--- src/rtl/ser_pkg.sv ---
package ser_pkg;
  typedef enum logic [1:0] {
    ST_INIT  = 2'd0,
    ST_SYNC  = 2'd1,
    ST_DATA  = 2'd2,
    ST_PDOWN = 2'd3
  } ser_state_e;
endpackage

--- src/rtl/ser_wclk_capture.sv ---
module ser_wclk_capture #(
  parameter int DW        = 10,
  parameter int SYNC_HOLD = 5
) (
  input  logic          clk,
  input  logic          rst_n,
  input  logic          word_clk,
  input  logic          cap_rise_sel,
  input  logic [DW-1:0] din,
  input  logic          sync_any,
  input  logic          in_sync_state,
  input  logic          cap_allow,
  output logic          wclk_rise,
  output logic          cap_suppress,
  output logic [DW-1:0] hold_word
);
  localparam int CW = $clog2(SYNC_HOLD + 1);
  localparam logic [CW-1:0] HOLD_LIM = CW'(SYNC_HOLD);

  logic          wc_q, wc_qq;
  logic [DW-1:0] din_q;
  logic [CW-1:0] sync_cnt;
  logic          wclk_fall, cap_edge, cap_fire;

  always_ff @(posedge clk) begin
    if (!rst_n) begin
      wc_q  <= 1'b0;
      wc_qq <= 1'b0;
      din_q <= '0;
    end else begin
      wc_q  <= word_clk;
      wc_qq <= wc_q;
      din_q <= din;
    end
  end

  assign wclk_rise = wc_q & ~wc_qq;
  assign wclk_fall = ~wc_q & wc_qq;
  assign cap_edge  = cap_rise_sel ? wclk_rise : wclk_fall;

  // sync request length in word-clock rising edges, saturating
  always_ff @(posedge clk) begin
    if (!rst_n) begin
      sync_cnt <= '0;
    end else if (!sync_any && !in_sync_state) begin
      sync_cnt <= '0;
    end else if (sync_any && wclk_rise && sync_cnt != HOLD_LIM) begin
      sync_cnt <= sync_cnt + CW'(1);
    end
  end

  assign cap_suppress = (sync_cnt == HOLD_LIM) && in_sync_state;
  assign cap_fire     = cap_edge && cap_allow && !cap_suppress;

  always_ff @(posedge clk) begin
    if (!rst_n) begin
      hold_word <= '0;
    end else if (cap_fire) begin
      hold_word <= din_q;
    end
  end

  assert_hold_frozen_R5: assert property (@(posedge clk) disable iff (!rst_n)
    cap_suppress |=> $stable(hold_word));

  assert_discard_idle_R11: assert property (@(posedge clk) disable iff (!rst_n)
    !cap_allow |=> $stable(hold_word));
endmodule

--- src/rtl/ser_lock_model.sv ---
module ser_lock_model #(
  parameter int LOCK_WCYC = 8
) (
  input  logic clk,
  input  logic rst_n,
  input  logic run,
  input  logic wclk_rise,
  output logic locked
);
  localparam int LW = $clog2(LOCK_WCYC + 1);
  localparam logic [LW-1:0] LOCK_LIM = LW'(LOCK_WCYC);

  logic [LW-1:0] lock_cnt;

  always_ff @(posedge clk) begin
    if (!rst_n || !run) begin
      lock_cnt <= '0;
    end else if (wclk_rise && !locked) begin
      lock_cnt <= lock_cnt + LW'(1);
    end
  end

  assign locked = (lock_cnt == LOCK_LIM);

  assert_lock_drop_R8: assert property (@(posedge clk) disable iff (!rst_n)
    !run |=> !locked);
endmodule

--- src/rtl/ser_symbol_shifter.sv ---
module ser_symbol_shifter #(
  parameter int SW = 12
) (
  input  logic          clk,
  input  logic          rst_n,
  input  logic          bit_en,
  input  logic [SW-1:0] load_word,
  output logic          sym_end,
  output logic          first_bit,
  output logic          last_bit,
  output logic          line_bit
);
  localparam int IW = $clog2(SW);
  localparam logic [IW-1:0] LAST_IDX = IW'(SW - 1);

  logic [IW-1:0] bit_idx;
  logic [SW-1:0] shreg;

  assign first_bit = (bit_idx == '0);
  assign last_bit  = (bit_idx == LAST_IDX);
  assign sym_end   = bit_en && last_bit;
  assign line_bit  = shreg[0];

  always_ff @(posedge clk) begin
    if (!rst_n) begin
      bit_idx <= LAST_IDX;
      shreg   <= '0;
    end else if (sym_end) begin
      bit_idx <= '0;
      shreg   <= load_word;
    end else if (bit_en) begin
      bit_idx <= bit_idx + IW'(1);
      shreg   <= {1'b0, shreg[SW-1:1]};
    end
  end

  assert_wrap_first_R10: assert property (@(posedge clk) disable iff (!rst_n)
    sym_end |=> first_bit);
endmodule

--- src/rtl/ser_embedded_clk.sv ---
module ser_embedded_clk
  import ser_pkg::*;
#(
  parameter int DW        = 10,
  parameter int LOCK_WCYC = 8,
  parameter int SYNC_HOLD = 5
) (
  input  logic          clk,
  input  logic          rst_n,
  input  logic          bit_en,
  input  logic          word_clk,
  input  logic          cap_rise_sel,
  input  logic [DW-1:0] din,
  input  logic          sync_req_a,
  input  logic          sync_req_b,
  input  logic          line_en,
  input  logic          pwr_on,
  output logic          ser_out,
  output logic          ser_oe
);
  localparam int SW   = DW + 2;
  localparam int HALF = SW / 2;

  function automatic logic [SW-1:0] frame_word(input logic [DW-1:0] w);
    return {1'b0, w, 1'b1};
  endfunction

  function automatic logic [SW-1:0] train_symbol();
    logic [SW-1:0] t;
    for (int i = 0; i < SW; i++) t[i] = (i < HALF);
    return t;
  endfunction

  ser_state_e    st_q, st_nxt;
  logic          oe_q;
  logic          sync_any, sending, cap_allow, lock_run, lock_ok;
  logic          wclk_rise, cap_suppress;
  logic [DW-1:0] hold_word;
  logic          sym_end, first_bit, last_bit, line_bit;
  logic [SW-1:0] load_word;

  assign sync_any  = sync_req_a | sync_req_b;
  assign sending   = (st_q == ST_DATA) || (st_q == ST_SYNC);
  assign cap_allow = sending;
  assign lock_run  = pwr_on && (st_q != ST_PDOWN);

  ser_wclk_capture #(.DW(DW), .SYNC_HOLD(SYNC_HOLD)) u_cap (
    .clk          (clk),
    .rst_n        (rst_n),
    .word_clk     (word_clk),
    .cap_rise_sel (cap_rise_sel),
    .din          (din),
    .sync_any     (sync_any),
    .in_sync_state(st_q == ST_SYNC),
    .cap_allow    (cap_allow),
    .wclk_rise    (wclk_rise),
    .cap_suppress (cap_suppress),
    .hold_word    (hold_word)
  );

  ser_lock_model #(.LOCK_WCYC(LOCK_WCYC)) u_lock (
    .clk       (clk),
    .rst_n     (rst_n),
    .run       (lock_run),
    .wclk_rise (wclk_rise),
    .locked    (lock_ok)
  );

  ser_symbol_shifter #(.SW(SW)) u_shift (
    .clk       (clk),
    .rst_n     (rst_n),
    .bit_en    (bit_en),
    .load_word (load_word),
    .sym_end   (sym_end),
    .first_bit (first_bit),
    .last_bit  (last_bit),
    .line_bit  (line_bit)
  );

  always_comb begin
    st_nxt = st_q;
    if (!pwr_on) begin
      st_nxt = ST_PDOWN;
    end else begin
      unique case (st_q)
        ST_PDOWN: st_nxt = ST_INIT;
        ST_INIT:  st_nxt = lock_ok ? (sync_any ? ST_SYNC : ST_DATA) : ST_INIT;
        default:  st_nxt = sync_any ? ST_SYNC : ST_DATA;
      endcase
    end
  end

  assign load_word = (st_nxt == ST_SYNC) ? train_symbol() : frame_word(hold_word);

  always_ff @(posedge clk) begin
    if (!rst_n) begin
      st_q <= ST_INIT;
      oe_q <= 1'b0;
    end else if (sym_end) begin
      st_q <= st_nxt;
      oe_q <= line_en && ((st_nxt == ST_DATA) || (st_nxt == ST_SYNC));
    end
  end

  assign ser_oe  = oe_q;
  assign ser_out = oe_q & line_bit;

  assert_oe_boundary_R10: assert property (@(posedge clk) disable iff (!rst_n)
    (ser_oe != $past(ser_oe)) |-> $past(sym_end));

  assert_quiet_line_R6: assert property (@(posedge clk) disable iff (!rst_n)
    !ser_oe |-> !ser_out);

  assert_oe_state_R6: assert property (@(posedge clk) disable iff (!rst_n)
    ser_oe |-> sending);

  assert_start_bit_R1: assert property (@(posedge clk) disable iff (!rst_n)
    (ser_oe && first_bit) |-> ser_out);

  assert_stop_bit_R1: assert property (@(posedge clk) disable iff (!rst_n)
    (ser_oe && last_bit) |-> !ser_out);

  assert_lock_first_R9: assert property (@(posedge clk) disable iff (!rst_n)
    ($rose(ser_oe) && $past(st_q == ST_INIT)) |-> $past(lock_ok));
endmodule

--- config.mk ---
export PLATFORM = sky130hd
export DESIGN_NAME = ser_embedded_clk
export DESIGN_NICKNAME = d
export VERILOG_FILES = /design/src/rtl/ser_pkg.sv /design/src/rtl/ser_wclk_capture.sv /design/src/rtl/ser_lock_model.sv /design/src/rtl/ser_symbol_shifter.sv /design/src/rtl/ser_embedded_clk.sv
export SDC_FILE = /design/constraint.sdc
export NUM_CORES = 1
export LEC_CHECK = 0
export ABC_CLOCK_PERIOD_IN_PS = 5050
export BUFFER_PORTS_ARGS = -buffer_cell sky130_fd_sc_hd__buf_2
export CAP_MARGIN = 40
export CORE_UTILIZATION = 57
export CTS_CLUSTER_DIAMETER = 30
export DETAILED_ROUTE_END_ITERATION = 16
export GPL_ROUTABILITY_DRIVEN = 0
export PLACE_DENSITY = 0.77
export SLEW_MARGIN = 20
export SYNTH_ARGS = -nofsm -noshare
export SYNTH_HDL_FRONTEND = slang
export SYNTH_SLANG_ARGS = --single-unit
--- constraint.sdc ---
create_clock -name clk -period 5.05 [get_ports clk]
set_input_delay 0.7575 -clock clk [delete_from_list [all_inputs] [get_ports clk]]
set_output_delay 0.7575 -clock clk [all_outputs]
set_load 0.02 [all_outputs]
==> impl_metrics.ini, run 1 <==
[worst_setup_path]
crit_end = u_shift.shreg[10]$_SDFFE_PN0P_
cp_slowest_cell = dfxtp_1
path_buf_inv = 1
r2r-end = u_shift.shreg[10]$_SDFFE_PN0P_
critPathKind = flop to flop
path_max_fanout = 10
crit_path_start = u_lock.lock_cnt[0]$_SDFFE_PP0P_
critical-path-top-delay-family = adder cells
rr_worst_depth = 8
worstSetupEndpointType = flop
r2r_slack_ns = 3.07
cp_num_cells = 8
critPathMaxStageDelay_ns = 0.39
required_ns = 5.32
worstPathCellList = inv_1 -> ha_1 -> and4b_2 -> o21ai_1 -> and2_1 -> ha_1 -> o32ai_1 -> and2_1
startpoint_type = flop
reg2reg_from = u_lock.lock_cnt[0]$_SDFFE_PP0P_
crit_arrival_ns = 2.25

[clock_network]
cts.clk_slew.worst_paths_ns = 0.13
post-cts-setup-buffers = 0
cts_max_path_buffers = 2
clock-sinks = 47
cts-resized-gates = 0
cts_tree = built
postCtsHoldBufs = 0
root_buffer = clkbuf_4
clk_latency_ns = 0.37
numCtsBuffers = 5
h-tree-depth = 2

[drt]
dr.pass1.iters = 4
vias = 1582
routed_wl_um = 3530
drt_iter0_drc = 114
vias_per_cell = 5.47
drcViolationCount = 0
wl_per_cell_um = 12.2
ant_nets = 0

[sta]
finClkSkew_ns = 0.0150
hold_ws_ns = 0.453
hold_violations = 0
tightest_slew_ns = 0.785
slew_headroom_pct = 47.7
fmax_mhz = 506
tns_ns = 0
fin_crit_sh_pct = 39.2
drv_slew = 0
finalSetupViolCount = 0
min_period_ns = 1.98
rsz0062_at_grt = false
layout_setup_ws_ns = 3.07

[yosys]
synth.distinct_cells = 40
syn_area_sq_um = 2060
synthFlopType = dfxtp_1
avgSynthCellArea_sq_um = 8.98
ys_ff_latch = 47
async_reset_ff_share_pct = 0
synthCells = 229
ys_seq_area_share_pct = 45.7
synth_warnings = 0
synth_edf_count = 0
syn-num-nets = 257

[global_routing]
grt_use_met2_pct = 30.2
grt_use_total_pct = 20.0
top_usage_layer = met2
grt_max_degree = 54
grt-ovfl-total = 0
grt_use_met1_pct = 25.6
first_global_vias = 1296
grt_util_met3_pct = 7.66
antenna_found_initial = 0
grt_pass1_wl_um = 5500

[final_layout]
synthToLayoutAreaGrowth_pct = 7.73
stdcell_count = 289
fill_cells = 279
nets = 271
drive_above_1_share_pct = 11.9
antenna_cells = 0

[floorplan]
core_sq_um = 3390
num_rows = 21
io_pins = 21
dieArea_sq_um = 3850
start_util_pct = 60.7
die-width_um = 62.1
fp.dieH_um = 62.1

[place]
io_buffer_count = 20
post-dp-hpwl_um = 2330
post-place-ws_ns = 2.91
post-place-cells = 282

[worst_hold_path]
hold_path_class = flop to flop

[power_and_ir_drop]
power.density_nw_per_um2 = 301
irDropWorstVdd_v = 0.000177
leakage_nw = 0.880

[job]
maxCapViolations = 0

[status]
status = completed
==> flip-flops by register name, summed over array words and instances, names as in the netlist <==
register,count
u_shift.shreg,11
u_cap.din_q,10
u_cap.hold_word,10
u_lock.lock_cnt,4
u_shift.bit_idx,4
u_cap.sync_cnt,3
st_q,2
ser_oe,1
u_cap.wc_q,1
u_cap.wc_qq,1
==> Yosys cell counts (2+ instances only) <==
| library cell | count | area share [%] |
|---|---|---|
| mux2i_1 | 10 | 4.9 |
| buf_2 | 2 | 0.49 |
| nor3_1 | 7 | 1.7 |
| nand2_1 | 30 | 5.5 |
| nand3_1 | 5 | 1.2 |
| o21ai_0 | 13 | 3.2 |
| dfxtp_1 | 47 | 46 |
| and2_1 | 16 | 4.9 |
| and3b_1 | 3 | 1.3 |
| ha_1 | 9 | 5.5 |
| a21oi_1 | 7 | 1.7 |
| and4b_1 | 2 | 0.97 |
| o21ai_1 | 3 | 0.73 |
| inv_1 | 9 | 1.6 |
| o31ai_1 | 6 | 2.2 |
| nand3b_1 | 13 | 4.7 |
| a31oi_1 | 6 | 1.8 |
| nand2b_1 | 2 | 0.61 |
| or3_1 | 2 | 0.61 |
| nor2_1 | 8 | 1.5 |
| clkbuf_1 | 10 | 1.8 |
==> cell families (layout without fill, tap and decap cells) <==
logic type | count (synthesis) | in the layout | share of synthesized area (%)
and+or+nand+nor | 93 | 93 | 24.8
DFF | 47 | 47 | 45.7
AOI/OAI and AO/OA | 47 | 47 | 14.5
buffers and inverters | 23 | 37 | 4.56
muxes | 10 | 10 | 4.87
adders and majority gates | 9 | 9 | 5.47
==> per-stage QoR <==
step	utilization, %	cell area (sq um)	total power, mW
after floorplan	-	2060	0.473
after global placement	63.7	2160	0.493
after detailed placement	63.7	2160	0.495
after CTS	65.4	2220	0.672
after global routing	65.4	2220	0.700
final	65.4	2220	0.666
==> layer usage <==
layer	vias to the layer above	wire length, um
met1	730	1800
li1	827	-
met3	5	101
met4	0	56
met2	20	1570
met5	-	0
==> worst min-delay path by stage <==
| stage | startpoint | endpoint | cells past startpoint |
|---|---|---|---|
| 6_report | u_cap.din_q[2]$_SDFF_PN0_ | u_cap.hold_word[2]$_SDFFE_PN0P_ | 2 |
| 3_5_place_dp | u_cap.din_q[7]$_SDFF_PN0_ | u_cap.hold_word[7]$_SDFFE_PN0P_ | 2 |
| 4_1_cts | u_cap.din_q[2]$_SDFF_PN0_ | u_cap.hold_word[2]$_SDFFE_PN0P_ | 2 |
| 5_1_grt | u_cap.din_q[4]$_SDFF_PN0_ | u_cap.hold_word[4]$_SDFFE_PN0P_ | 2 |
| 2_1_floorplan | u_cap.din_q[0]$_SDFF_PN0_ | u_cap.hold_word[0]$_SDFFE_PN0P_ | 2 |
| 3_3_place_gp | u_cap.din_q[8]$_SDFF_PN0_ | u_cap.hold_word[8]$_SDFFE_PN0P_ | 2 |
==> layout make-up <==
cell class	count	area, sq um	area share (%)
clock buffers	6	51.3	2.32
clock inverters	1	5.00	0.226
inverters	10	38.8	1.75
multi-input cells	159	1020	46.1
flip-flops and latches	47	941	42.5
well taps	46	57.6	2.60
repair buffers	20	100	4.52
==> worst min-delay path, delay by kind of cell (launching register included) <==
family / cells / cell delay, ns
DFF: 1 / 0.32
muxes: 1 / 0.05
and+or+nand+nor: 1 / 0.05
==> power by group <==
group          switching (mW)  total, mW  internal (mW)
combinational          0.0498     0.0853         0.0355
clock                   0.115      0.179         0.0647
sequential             0.0118      0.401          0.390
total                   0.176      0.666          0.490
==> cell usage in the layout, fill, tap and decap left out, types with 8 or more instances in the layout <==
cell,n
and2_1,16
o21ai_0,13
mux2i_1,10
nand2_1,30
buf_2,20
dfxtp_1,47
ha_1,9
nor2_1,8
inv_1,9
nand3b_1,13
Power figures use the tool's default switching activity.
==> run 2, diff against run 1 <==
--- a/config.mk
+++ b/config.mk
@@ -5,7 +5,7 @@
 export SDC_FILE = /design/constraint.sdc
 export NUM_CORES = 1
 export LEC_CHECK = 0
-export ABC_CLOCK_PERIOD_IN_PS = 5050
+export ABC_CLOCK_PERIOD_IN_PS = 1920
 export BUFFER_PORTS_ARGS = -buffer_cell sky130_fd_sc_hd__buf_2
 export CAP_MARGIN = 40
 export CORE_UTILIZATION = 57
==> constraint.sdc (replaced) <==
create_clock -name clk -period 1.92 [get_ports clk]
set_input_delay 0.288 -clock clk [delete_from_list [all_inputs] [get_ports clk]]
set_output_delay 0.288 -clock clk [all_outputs]
set_load 0.02 [all_outputs]
==> run 2 against run 1 <==
  * Clock power grew 140%
  * Clock skew shrank 0.0053 ns
  * Register-to-register slack lost 3.0 ns
  * First-iteration DRC count shrank 25%
  * Power grew to 2.6 times the previous value
  * Routed wire length grew 4.2%
  * Clock-buffer cell count grew 1
  * Cell count grew 0.69%
  * Hold slack lost 0.33 ns
  * Highest routed layer unchanged
  * Via count grew 0.13%
  * Global-route usage grew 1.6 points
  * Non-clock buffer count grew 1
  * Largest power group unchanged
==> impl_metrics.ini, run 2 (same netlist as run 1, synthesis figures left out) <==
[sta]
fmax_mhz = 542
tightest_slew_ns = 0.579
layout_setup_ws_ns = 0.0748
rsz0062_at_grt = true
min_period_ns = 1.85
tns_ns = 0
slew_headroom_pct = 61.0
hold_ws_ns = 0.121
drv_slew = 0
fin_crit_sh_pct = 96.1
finClkSkew_ns = 0.00966
finalSetupViolCount = 0
hold_violations = 0

[global_routing]
grt_use_total_pct = 21.6
grt_use_met1_pct = 29.2
grt_max_degree = 36
grt_util_met3_pct = 6.83
top_usage_layer = met2
grt_pass1_wl_um = 5910
first_global_vias = 1372
antenna_found_initial = 0
grt_use_met2_pct = 31.6
grt-ovfl-total = 0

[final_layout]
fill_cells = 292
stdcell_count = 291
antenna_cells = 0
largest_register_ffs = 11
top_regs = u_shift.shreg (11), u_cap.din_q (10), u_cap.hold_word (10)
final_cell_mix = 43 x dfxtp_1, 30 x nand2_1, 20 x buf_2, 15 x and2_1
drive_above_1_share_pct = 14.3
final_util_pct = 66.4
layout_commonest_cell = dfxtp_1
multi_input_area_sq_um = 1040
synthToLayoutAreaGrowth_pct = 9.37
largest-register = u_shift.shreg
fin_area_sq_um = 2250
nets = 272
regArea_sq_um = 946

[drt]
drt_iter0_drc = 86
routed_wl_um = 3680
vias = 1584
dr.pass1.iters = 4
vias_per_cell = 5.44
wl_per_cell_um = 12.6
ant_nets = 0
drcViolationCount = 0

[clock_network]
cts.clk_slew.worst_paths_ns = 0.13
h-tree-depth = 2
clock-sinks = 47
post-cts-setup-buffers = 0
root_buffer = clkbuf_4
cts_max_path_buffers = 2
cts_tree = built
clk_latency_ns = 0.36
cts-resized-gates = 1
postCtsHoldBufs = 0
numCtsBuffers = 5

[job]
maxCapViolations = 0

[place]
post-place-ws_ns = -0.0156
post-dp-hpwl_um = 2490
post-place-cells = 283
io_buffer_count = 20
placed_area_sq_um = 2180

[floorplan]
die-width_um = 62.1
dieArea_sq_um = 3850
io_pins = 21
start_util_pct = 60.7
core_sq_um = 3390
fp.dieH_um = 62.1
num_rows = 21

[worst_setup_path]
critPathMaxStageDelay_ns = 0.38
path_max_fanout = 10
worstSetupEndpointType = flop
critPathKind = flop to flop
cp_slowest_cell = dfxtp_2
worstPathCellList = inv_1 -> ha_1 -> and4b_2 -> o22ai_1 -> nand2_1 -> ha_4 -> o32ai_1 -> and2_1
crit_arrival_ns = 2.15
startpoint_type = flop
critical-path-top-delay-family = simple AND/OR/NAND/NOR gates
path_buf_inv = 1
required_ns = 2.23

[power_and_ir_drop]
power.density_nw_per_um2 = 771
irDropWorstVdd_v = 0.000617
power.total_mw = 1.73
leakage_nw = 0.889

[status]
status = completed

[worst_hold_path]
hold_path_class = primary input to flop
-- run 2: changes by cell type in the layout (fill, tap and decap cells not counted), sizes merged --
cell,before,now
buf,20,21
clkbuf,6,7
-- run 2: area by class of cell --
cell class	instances	area share [%]
multi-input combinational	159	46.1
sequential	47	42.0
timing repair buffer	21	5.34
tap	46	2.56
clock buffer	7	2.00
inverter	10	1.72
clock inverter	1	0.222
-- run 2: path summary, 6_finish.rpt --
| path | startpoint | endpoint | slack [ns] | cells after the start |
|---|---|---|---|---|
| setup / recovery | u_lock.lock_cnt[0]$_SDFFE_PP0P_ | u_shift.shreg[10]$_SDFFE_PN0P_ | 0.07 | 8 |
| hold / removal | din[5] | u_cap.din_q[5]$_SDFF_PN0_ | 0.12 | 2 |
| setup reg to reg | u_lock.lock_cnt[0]$_SDFFE_PP0P_ | u_shift.shreg[10]$_SDFFE_PN0P_ | 0.07 | 8 |
| hold reg to reg | u_cap.din_q[7]$_SDFF_PN0_ | u_cap.hold_word[7]$_SDFFE_PN0P_ | 0.44 | 2 |
-- run 2: report_power, final --
group / internal [mW] / switching [mW] / total (mW)
clock network: 0.143 / 0.293 / 0.436
logic: 0.103 / 0.138 / 0.241
registers: 1.03 / 0.0308 / 1.06
total: 1.27 / 0.462 / 1.73
-- run 2: layer usage --
metal / part of all wire, % / routed length (um) / vias to the layer above
met5: 0 / 0 / -
met1: 52 / 1910 / 730
met2: 43 / 1590 / 21
met3: 3.1 / 113 / 6
met4: 1.8 / 67 / 0
li1: - / - / 827
